<file path="src/rtl/serdes10_pkg.sv">
package serdes10_pkg;

   localparam int SD_CHAR_W   = 10;
   localparam int SD_COMMA_W  = 7;
   localparam int SD_FIFO_DEP = 4;

   // Comma value as read in rx_data[6:0] (arrival order 0011111)
   localparam logic [SD_COMMA_W-1:0] SD_COMMA_PAT = 7'b1111100;

   typedef enum logic {
      MATCH_POS_ONLY = 1'b0,
      MATCH_EITHER   = 1'b1
   } comma_match_e;

endpackage

</file>
<file path="src/rtl/tx_char_fifo.sv">
module tx_char_fifo #(
   parameter int W     = 10,
   parameter int DEPTH = 4
) (
   input  logic         clk,
   input  logic         rst,
   input  logic         wr_en,
   input  logic [W-1:0] wr_data,
   input  logic         rd_en,
   output logic [W-1:0] rd_data,
   output logic         empty,
   output logic         wr_drop
);

   localparam int AW = (DEPTH > 1) ? $clog2(DEPTH) : 1;
   localparam int CW = $clog2(DEPTH + 1);
   localparam logic [AW-1:0] TOP_IDX = AW'(DEPTH - 1);
   localparam logic [CW-1:0] FULL_N  = CW'(DEPTH);

   logic [W-1:0]  store [DEPTH];
   logic [AW-1:0] wp, rp;
   logic [CW-1:0] cnt;
   logic          full, push, pop;

   assign empty   = (cnt == '0);
   assign full    = (cnt == FULL_N);
   assign pop     = rd_en && !empty;
   assign push    = wr_en && (!full || pop);
   assign wr_drop = wr_en && !push;
   assign rd_data = store[rp];

   always_ff @(posedge clk) begin
      if (push) store[wp] <= wr_data;
   end

   always_ff @(posedge clk) begin
      if (rst) begin
         wp  <= '0;
         rp  <= '0;
         cnt <= '0;
      end else begin
         if (push) wp <= (wp == TOP_IDX) ? '0 : wp + 1'b1;
         if (pop)  rp <= (rp == TOP_IDX) ? '0 : rp + 1'b1;
         cnt <= cnt + CW'(push) - CW'(pop);
      end
   end


   depth_bound_chk: assert property (@(posedge clk) disable iff (rst)
      cnt <= FULL_N);


   drop_keeps_fill_chk: assert property (@(posedge clk) disable iff (rst)
      wr_drop |=> $stable(cnt));

endmodule

</file>
<file path="src/rtl/tx_serializer.sv">
module tx_serializer #(
   parameter int W = 10
) (
   input  logic         clk,
   input  logic         rst,
   input  logic         fifo_empty,
   input  logic [W-1:0] fifo_data,
   output logic         fifo_rd,
   output logic         underrun,
   output logic         ser_out
);

   localparam int CNTW = $clog2(W);
   localparam logic [CNTW-1:0] LAST = CNTW'(W - 1);

   logic [CNTW-1:0] bit_cnt;
   logic [W-1:0]    sh, last_char, next_char;
   logic            load;

   assign load      = (bit_cnt == LAST);
   assign fifo_rd   = load;
   assign underrun  = load && fifo_empty;
   assign next_char = fifo_empty ? last_char : fifo_data;
   assign ser_out   = sh[0];

   always_ff @(posedge clk) begin
      if (rst) begin
         bit_cnt   <= LAST;
         sh        <= '0;
         last_char <= '0;
      end else if (load) begin
         bit_cnt   <= '0;
         sh        <= next_char;
         last_char <= next_char;
      end else begin
         bit_cnt   <= bit_cnt + 1'b1;
         sh        <= {1'b0, sh[W-1:1]};
      end
   end


   first_bit_chk: assert property (@(posedge clk) disable iff (rst)
      load |=> (ser_out == $past(next_char[0])));


   repeat_on_empty_chk: assert property (@(posedge clk) disable iff (rst)
      (load && fifo_empty) |=> (sh == $past(last_char)));

endmodule

</file>
<file path="src/rtl/rx_comma_aligner.sv">
module rx_comma_aligner
   import serdes10_pkg::*;
#(
   parameter int                    W       = 10,
   parameter int                    COMMA_W = 7,
   parameter logic [COMMA_W-1:0]    PAT     = 7'b1111100,
   parameter comma_match_e          MATCH   = MATCH_EITHER
) (
   input  logic         clk,
   input  logic         rst,
   input  logic         bit_in,
   input  logic         align_en,
   output logic [W-1:0] word,
   output logic         word_valid,
   output logic         word_comma
);

   localparam int CNTW = $clog2(W);
   localparam logic [CNTW-1:0] LAST = CNTW'(W - 1);

   logic [W-1:0]    sh, win;
   logic [CNTW-1:0] cnt;
   logic            hit, emit;

   assign win = {bit_in, sh[W-1:1]};

   generate
      if (MATCH == MATCH_EITHER) begin : g_either
         assign hit = (win[COMMA_W-1:0] == PAT) || (win[COMMA_W-1:0] == ~PAT);
      end else begin : g_pos
         assign hit = (win[COMMA_W-1:0] == PAT);
      end
   endgenerate

   assign emit = (cnt == LAST) || (align_en && hit);

   always_ff @(posedge clk) begin
      if (rst) begin
         sh         <= '0;
         cnt        <= '0;
         word       <= '0;
         word_valid <= 1'b0;
         word_comma <= 1'b0;
      end else begin
         sh <= win;
         if (emit) begin
            cnt        <= '0;
            word       <= win;
            word_valid <= 1'b1;
            word_comma <= hit;
         end else begin
            cnt        <= cnt + 1'b1;
            word_valid <= 1'b0;
            word_comma <= 1'b0;
         end
      end
   end


   realign_emit_chk: assert property (@(posedge clk) disable iff (rst)
      (align_en && hit) |=> (word_valid && word_comma));


   hold_boundary_chk: assert property (@(posedge clk) disable iff (rst)
      (!align_en && cnt != LAST) |=> !word_valid);


   flag_with_word_chk: assert property (@(posedge clk) disable iff (rst)
      word_comma |-> word_valid);

endmodule

</file>
<file path="src/rtl/serdes10_datapath.sv">
module serdes10_datapath
   import serdes10_pkg::*;
#(
   parameter int                 CHAR_W     = SD_CHAR_W,
   parameter int                 FIFO_DEPTH = SD_FIFO_DEP,
   parameter int                 COMMA_W    = SD_COMMA_W,
   parameter logic [COMMA_W-1:0] COMMA_PAT  = SD_COMMA_PAT,
   parameter comma_match_e       MATCH      = MATCH_EITHER
) (
   input  logic              clk,
   input  logic              rst,
   input  logic              tx_wr,
   input  logic [CHAR_W-1:0] tx_data,
   output logic              tx_ovf,
   output logic              tx_unf,
   output logic              ser_out,
   input  logic              ser_in,
   input  logic              loopback,
   input  logic              comma_en,
   output logic [CHAR_W-1:0] rx_data,
   output logic              rx_valid,
   output logic              rx_comma
);

   generate
      if (CHAR_W <= COMMA_W) begin : g_bad_comma
         $error("comma width must be smaller than the character width");
      end
      if (FIFO_DEPTH < 2) begin : g_bad_depth
         $error("transmit buffer needs at least two entries");
      end
   endgenerate

   logic [CHAR_W-1:0] f_data;
   logic              f_empty, f_rd, f_drop, under, rx_bit;

   tx_char_fifo #(.W(CHAR_W), .DEPTH(FIFO_DEPTH)) i_fifo (
      .clk     (clk),
      .rst     (rst),
      .wr_en   (tx_wr),
      .wr_data (tx_data),
      .rd_en   (f_rd),
      .rd_data (f_data),
      .empty   (f_empty),
      .wr_drop (f_drop)
   );

   tx_serializer #(.W(CHAR_W)) i_ser (
      .clk        (clk),
      .rst        (rst),
      .fifo_empty (f_empty),
      .fifo_data  (f_data),
      .fifo_rd    (f_rd),
      .underrun   (under),
      .ser_out    (ser_out)
   );

   assign rx_bit = loopback ? ser_out : ser_in;

   rx_comma_aligner #(.W(CHAR_W), .COMMA_W(COMMA_W), .PAT(COMMA_PAT), .MATCH(MATCH)) i_rx (
      .clk        (clk),
      .rst        (rst),
      .bit_in     (rx_bit),
      .align_en   (comma_en),
      .word       (rx_data),
      .word_valid (rx_valid),
      .word_comma (rx_comma)
   );

   always_ff @(posedge clk) begin
      if (rst) begin
         tx_ovf <= 1'b0;
         tx_unf <= 1'b0;
      end else begin
         tx_ovf <= f_drop;
         tx_unf <= under;
      end
   end


   ovf_pulse_chk: assert property (@(posedge clk) disable iff (rst)
      tx_ovf |-> $past(tx_wr));


   unf_single_chk: assert property (@(posedge clk) disable iff (rst)
      tx_unf |=> !tx_unf);

endmodule

</file>
<file path="config.mk">
export PLATFORM = sky130hd
export DESIGN_NAME = serdes10_datapath
export DESIGN_NICKNAME = d
export VERILOG_FILES = /design/src/rtl/serdes10_pkg.sv /design/src/rtl/tx_char_fifo.sv /design/src/rtl/tx_serializer.sv /design/src/rtl/rx_comma_aligner.sv /design/src/rtl/serdes10_datapath.sv
export SDC_FILE = /design/constraint.sdc
export NUM_CORES = 1
export LEC_CHECK = 0
export BUFFER_PORTS_ARGS = -buffer_cell sky130_fd_sc_hd__buf_2
export CELL_PAD_IN_SITES_DETAIL_PLACEMENT = 0
export CELL_PAD_IN_SITES_GLOBAL_PLACEMENT = 1
export CORE_ASPECT_RATIO = 1.1
export CORE_MARGIN = 4
export CORE_UTILIZATION = 41
export DETAILED_ROUTE_END_ITERATION = 8
export GPL_TIMING_DRIVEN = 0
export HOLD_SLACK_MARGIN = 0.12
export PLACE_DENSITY = 0.79
export SYNTH_ARGS = -nofsm -noshare
export SYNTH_HDL_FRONTEND = slang
export SYNTH_HIERARCHICAL = 1
export SYNTH_SLANG_ARGS = --single-unit
</file>
<file path="constraint.sdc">
create_clock -name clk -period 3.9 [get_ports clk]
set_clock_uncertainty 0.1 [all_clocks]
set_input_delay 0.195 -clock clk [delete_from_list [all_inputs] [get_ports clk]]
set_output_delay 0.195 -clock clk [all_outputs]
set_load 0.02 [all_outputs]
</file>
# After elaboration in Yosys (flattened, before gate mapping)
# Memory sizes are Yosys's and may differ from the RTL's. A register that Yosys moved wholly into a read port is not among the register bits.
# Cells that the tools add are included.
# totals
ramBits	40
out_inout_bits	15
inputBits	16
mem_count	1
register_bits	59
word_cells	58
# op_classes
addsub	6
n_eq_ne	7
bitwise	2
mux	11
n_reduce_logical	16
# mem_list
memory	depth	width	rd	rd_ports_with_merged_regs	wr	line	text
i_fifo.store	4	10	1	1	1	tx_char_fifo.sv:20	logic [W-1:0] store [DEPTH];
# ops
cell	count
2-to-1 mux 10 bit	1
2-to-1 mux 9 bit	1
adder 4 x 1 -> 4 bit, second input constant	2
== test 4 bit, second input constant	2
2-to-1 mux 2 bit	4
OR reduction 2 bit	4
== test 7 x 2 -> 1 bit, second input constant	1
== test 7 bit, second input constant	1
logical AND 1 bit	5
adder 2 x 1 -> 2 bit, second input constant	2
== test 2 bit, second input constant	2
2-to-1 mux 1 bit	4
2-to-1 mux 4 bit	1
adder 3 x 1 -> 3 bit	1
== test 3 bit, second input constant	1
zero test 1 bit	3
zero test 3 bit	1
logical OR 1 bit	3
subtractor 3 x 1 -> 3 bit	1
NOT 1 bit	2

# Logic depth before layout (Yosys ltp)
# logic_depth
word_depth	7
mapped_depth	16
depth_no_buf	13

# Modules after synthesis
# The synthesis kept the hierarchy.
# modules_own_cells
module	seq_area_each_um2	area_per_inst_um2	cells_each	instances
tx_char_fifo	1381.3	1930.6	103	1
tx_serializer	480.5	1061.0	106	1
rx_comma_aligner	500.5	945.9	79	1
serdes10_datapath	40.0	67.6	5	1

# Worst setup path after synthesis
# Ideal clock, no wire load.
# synth_path
path_kind	reg2reg
startpoint	reg i_ser.bit_cnt[1]
endpoint	reg i_fifo.cnt[2]
path_slack_ns	0.786
required_ns	3.685
path_stages_with_launch	17
arrival_time_ns	2.899
setup_ns	0.115
path_cell_list	dfxtp_1 -> inv_1 -> ha_1 -> and3b_1 -> buf_6 -> buf_6 -> or4b_4 -> buf_6 -> and2_4 -> inv_1 -> ha_1 -> inv_1 -> ha_1 -> fa_1 -> xnor2_1 -> xnor2_1 -> nor2_1
# synth_between
elab_chain_cells	6
# synth_lines
element	line	text
start: declaration	tx_serializer.sv:16	logic [CNTW-1:0] bit_cnt;
start signal: assignment	tx_serializer.sv:36	bit_cnt <= bit_cnt + 1'b1;
== test 4 bit (*)	tx_serializer.sv:20	assign load = (bit_cnt == LAST);
named net f_rd	serdes10_datapath.sv:35	logic f_empty, f_rd, f_drop, under, rx_bit;
logical AND 1 bit (*)	tx_char_fifo.sv:27	assign pop = rd_en && !empty;
logical OR 1 bit	tx_char_fifo.sv:28	assign push = wr_en && (!full || pop);
logical AND 1 bit	tx_char_fifo.sv:28	
adder 3 x 1 -> 3 bit	tx_char_fifo.sv:44	cnt <= cnt + CW'(push) - CW'(pop);
subtractor 3 x 1 -> 3 bit (*)	tx_char_fifo.sv:44	
end signal: assignment	tx_char_fifo.sv:44	
end: declaration	tx_char_fifo.sv:22	logic [CW-1:0] cnt;
# Mark *: on every way through the listed nets, which the timed path passes. The rest lies on a longest branch.
# A chain may end at the register's enable or synchronous reset.

# Final worst setup path
# Ends and elaborated chain as after synthesis.

==> Flow_metrics.wiki <==
{| class="wikitable"
! Metric !! Value
|-
| DRT Wirelength || around 6500 microns
|-
| Endpoints failing setup || 0
|-
| Post-route minimum period || about 3.3 ns
|-
| Hold-critical path endpoint || i_fifo/cnt[2]$_SDFF_PP0_
|-
| Clk buf depth || 2
|-
| Source of the worst hold timing path || rst
|-
| Worst Setup Start Kind || flip-flop
|-
| Final routed wire length divided by cell count || between 10 and 15 microns
|-
| Worst reg-to-reg path cell count || 16
|-
| Initial antenna violation count || 0
|-
| Setup CP Type || reg2reg
|-
| Ratio of total power to cell area || ~560 mW/mm^2
|-
| CTS tree || done
|-
| Combinational share of power || 25.0%
|-
| Crit. End Element || flip-flop
|-
| Reg-to-reg setup timing slack || slightly above 0.6 ns
|-
| Hold crit path type || in2reg
|-
| Net switching share of the total power || 30.73%
|-
| Syn Nets || between 300 and 400
|-
| Area of the core || 0.009444 sq mm
|-
| Top flip-flop cell by instance count after synthesis || sky130_fd_sc_hd__dfxtp_1
|-
| Tightest Pin Transition || 0.6034 ns
|-
| Number of maximum-capacitance constraint violations || 0
|-
| Ratio of routed vias to standard cells || between 4 and 5
|-
| Routability cong. || approximately 0.71
|-
| Cell Int Power || 0.001787 W
|-
| Floorplan die height || roughly 110 microns
|-
| Global-route wire length before repair || approximately 11,000 microns
|-
| CTS Hold Buffers Added || 11
|-
| Overall power of the completed layout || around 0.0026 W
|-
| CTS root buf || sky130_fd_sc_hd__clkbuf_8
|-
| Reg2reg start || i_ser/bit_cnt[1]$_SDFF_PP0_
|-
| Die Wd || a little over 100 microns
|-
| Minimum setup slack after placement || 0.6147 ns
|-
| Total number of vias || 2,284
|-
| Net switching power || about 0.00079 W
|-
| Total count of max-transition violations in the final report || 0
|-
| Crit path max fanout || 11
|-
| #FFs+latches synth || 100
|-
| Total half-perimeter wirelength after legalization and detailed placement || about 4300 microns
|-
| Number of buffers created by CTS || 9
|-
| RSZ-0062 raised after global routing || false
|-
| Count of unresolved DRC violations after routing || 0
|-
| Mean cell area of the mapped netlist || between 10 and 15 sq um
|-
| Clk_lat worst skew || 0.37 ns
|-
| Outcome || finished clean
|-
| Final hold violation count || 0
|-
| Post-layout utilization of the core || 48.81%
|-
| Number of buffer cells added on primary ports || 30
|-
| Post-CTS Resized || 0
|-
| FP Rows || 37
|-
| Via count of the first global-routing pass || around 2,300
|-
| GRT overflow || 0
|-
| Hold Slack || 0.1536 ns
|-
| Slew headroom || 59.77%
|-
| Cell area after synthesis || between 0.004 and 0.005 sq mm
|-
| Required @ worst endpoint || just over 4 ns
|-
| Capture instance of the worst register-to-register path || i_fifo/cnt[2]$_SDFF_PP0_
|-
| I/O pin total || 31
|-
| Clock slew at the register clock pins of the worst setup and hold paths || around 0.1 ns
|-
| Max rail drop VDD || roughly 0.24 mV
|-
| Effective utilization at floorplan || a little over two fifths
|-
| FMAX || 304.0 MHz
|-
| Global-route total usage across every layer || about an eighth
|-
| Detailed Route Iter0 Violations || 96
|-
| Total iterations of the first detailed-routing run || 4
|-
| Maximum number of pins on one net before global-route repair || 25
|-
| Clock sink count || 100
|-
| Post-synth EDFFs || 40
|-
| Sequential share of the synthesized area || roughly 60%
|-
| Fill count || 840
|-
| Final setup margin || 0.6110 ns
|-
| Relative contribution of the clock network to total power || between 20% and 30%
|-
| Number of nets still failing antenna checks after routing || 0
|-
| CP arrival || between 3 and 4 ns
|-
| Distinct cells, synth || 46
|-
| Total leakage power || about 1.8 nW
|-
| Area taken by multi-input logic gates || 0.001446 sq mm
|-
| Final nets || about 370
|-
| Asr flop ratio synth || 0%
|-
| Final-layout setup total negative slack || 0 ns
|-
| Die area || ~0.011 sq mm
|-
| Area grow syn2layout || 15.09%
|-
| Number of levels the H-tree was split into || 3
|-
| Sequential standard cell area || around 0.0024 sq mm
|-
| Synthesized netlist cell count || about 290
|-
| Syn. warnings || 6
|-
| Hold-critical path depth || 2
|-
| Share of final-layout standard cells stronger than drive strength 1 || between 20% and 30%
|-
| Flop pwr share || between 40 and 50%
|-
| Final clock period utilization by the worst path || a little over four fifths
|-
| Post-CTS Setup Inserts || 0
|-
| Antenna cells || 0
|}
-- metal layers --
layer / share of wire [%] / wire (microns) / global-route usage, % / up-vias
met4: 1.8 / 119 / 5.249 / 0
met1: 48 / 3098 / 16.98 / 1093
met5: 0 / 0 / 0 / -
met3: 3.7 / 242 / 3.258 / 9
li1: - / - / - / 1148
met2: 46 / 3001 / 18.90 / 34
-- area by class of cell --
type                    instances  share of cell area, %
flip-flops and latches        100                  52.12
well taps                     117                  3.176
plain buffers                  15                  2.497
clock buffers                   9                  2.687
inverters                      11                 0.8958
multi-input cells             167                  31.38
clock inverters                 7                  1.602
repair buffers                 41                  5.646
-- registers in the layout, indices dropped and copies added (netlist names), named ones only --
name / cells
i_rx/word_comma: 1
i_fifo/store: 40
i_fifo/cnt: 3
i_rx/word_valid: 1
i_ser/bit_cnt: 4
i_rx/sh: 9
tx_unf: 1
i_ser/last_char: 10
i_fifo/wp: 2
tx_ovf: 1
i_ser/sh: 10
i_rx/cnt: 4
i_rx/word: 10
i_fifo/rp: 2
-- Yosys cell counts (all sizes together) (2+ instances only) --
master,count,area (sq um)
nand3,3,15.01
nor2,14,65.06
inv,11,41.29
buf,11,98.84
nor3,5,30.03
mux2,10,127.6
and2,2,15.02
mux2i,12,120.1
dfxtp,60,1201
nand2b,2,12.51
clkbuf,4,16.26
and3b,2,17.52
a211oi,9,112.6
nand2,23,86.33
nor3b,6,60.06
edfxtp,40,1201
nor2b,22,137.6
mux4,10,225.2
and3,4,25.02
xnor2,5,43.79
ha,11,137.6
o31ai,2,20.02
a21oi,12,60.06
-- worst max path at each step --
stage          depth (start not counted)                  endpoint                        start
6_report                              16  i_fifo/cnt[2]$_SDFF_PP0_  i_ser/bit_cnt[1]$_SDFF_PP0_
5_1_grt                               16  i_fifo/cnt[2]$_SDFF_PP0_  i_ser/bit_cnt[1]$_SDFF_PP0_
4_1_cts                               16  i_fifo/cnt[2]$_SDFF_PP0_  i_ser/bit_cnt[1]$_SDFF_PP0_
3_5_place_dp                          16  i_fifo/cnt[2]$_SDFF_PP0_  i_ser/bit_cnt[1]$_SDFF_PP0_
3_3_place_gp                          16  i_fifo/cnt[2]$_SDFF_PP0_  i_ser/bit_cnt[1]$_SDFF_PP0_
2_1_floorplan                         16  i_fifo/cnt[2]$_SDFF_PP0_  i_ser/bit_cnt[1]$_SDFF_PP0_
-- layout by cell type, fill, tap and decap left out, drive strengths merged, types with 2 or more instances in the layout --
cell type | synthesis | routed
and2 | 2 | 2
clkbuf | 4 | 13
nand3 | 3 | 3
dfxtp | 60 | 60
mux2 | 10 | 10
nor2 | 14 | 14
a211oi | 9 | 9
nor3 | 5 | 5
nor2b | 22 | 22
ha | 11 | 11
edfxtp | 40 | 40
o31ai | 2 | 2
nand2b | 2 | 2
nor3b | 6 | 6
xnor2 | 5 | 5
nand2 | 23 | 23
mux4 | 10 | 10
and3b | 2 | 2
inv | 11 | 16
mux2i | 12 | 12
and3 | 4 | 4
clkinv | 0 | 2
dlygate4sd3 | 0 | 11
a21oi | 12 | 12
buf | 11 | 41
-- kinds of logic (layout without fill, tap and decap cells) --
logic type | Yosys count | count (layout) | synth area share, %
flops | 100 | 100 | 59.98
xor+xnor | 6 | 6 | 1.312
mux | 32 | 32 | 11.81
fa+ha+maj | 12 | 12 | 3.936
compound gates | 28 | 28 | 5.842
simple gates | 89 | 89 | 13.21
buf+inv | 26 | 83 | 3.905
-- power groups by stage --
stage                     Clock (W)  Combinational (W)  Sequential [W]
final                      0.000646           0.000646         0.00129
after global routing       0.000714           0.000722         0.00131
after CTS                  0.000670           0.000658         0.00129
after detailed placement          0           0.000645         0.00131
after global placement            0           0.000639         0.00131
after floorplan                   0           0.000510         0.00131
-- per-stage QoR --
stage          area [sq um]  std cells
2_1_floorplan          4005        293
3_3_place_gp           4302        440
3_5_place_dp           4302        440
4_1_cts                4609        467
5_1_grt                4609        467
6_report               4609        467
-- critical path, stage by stage (launching register included) --
cell                      delay [ns]
sky130_fd_sc_hd__dfxtp_1        0.36
sky130_fd_sc_hd__inv_1          0.05
sky130_fd_sc_hd__ha_1           0.22
sky130_fd_sc_hd__and3b_1        0.20
sky130_fd_sc_hd__buf_6          0.13
sky130_fd_sc_hd__buf_6          0.15
sky130_fd_sc_hd__or4b_4         0.55
sky130_fd_sc_hd__buf_6          0.15
sky130_fd_sc_hd__and2_4         0.15
sky130_fd_sc_hd__inv_1          0.05
sky130_fd_sc_hd__ha_1           0.12
sky130_fd_sc_hd__inv_1          0.04
sky130_fd_sc_hd__ha_1           0.18
sky130_fd_sc_hd__fa_1           0.38
sky130_fd_sc_hd__xnor2_1        0.18
sky130_fd_sc_hd__xnor2_1        0.13
sky130_fd_sc_hd__nor2_1         0.05
No activity file was read; power rests on OpenSTA's default activity.
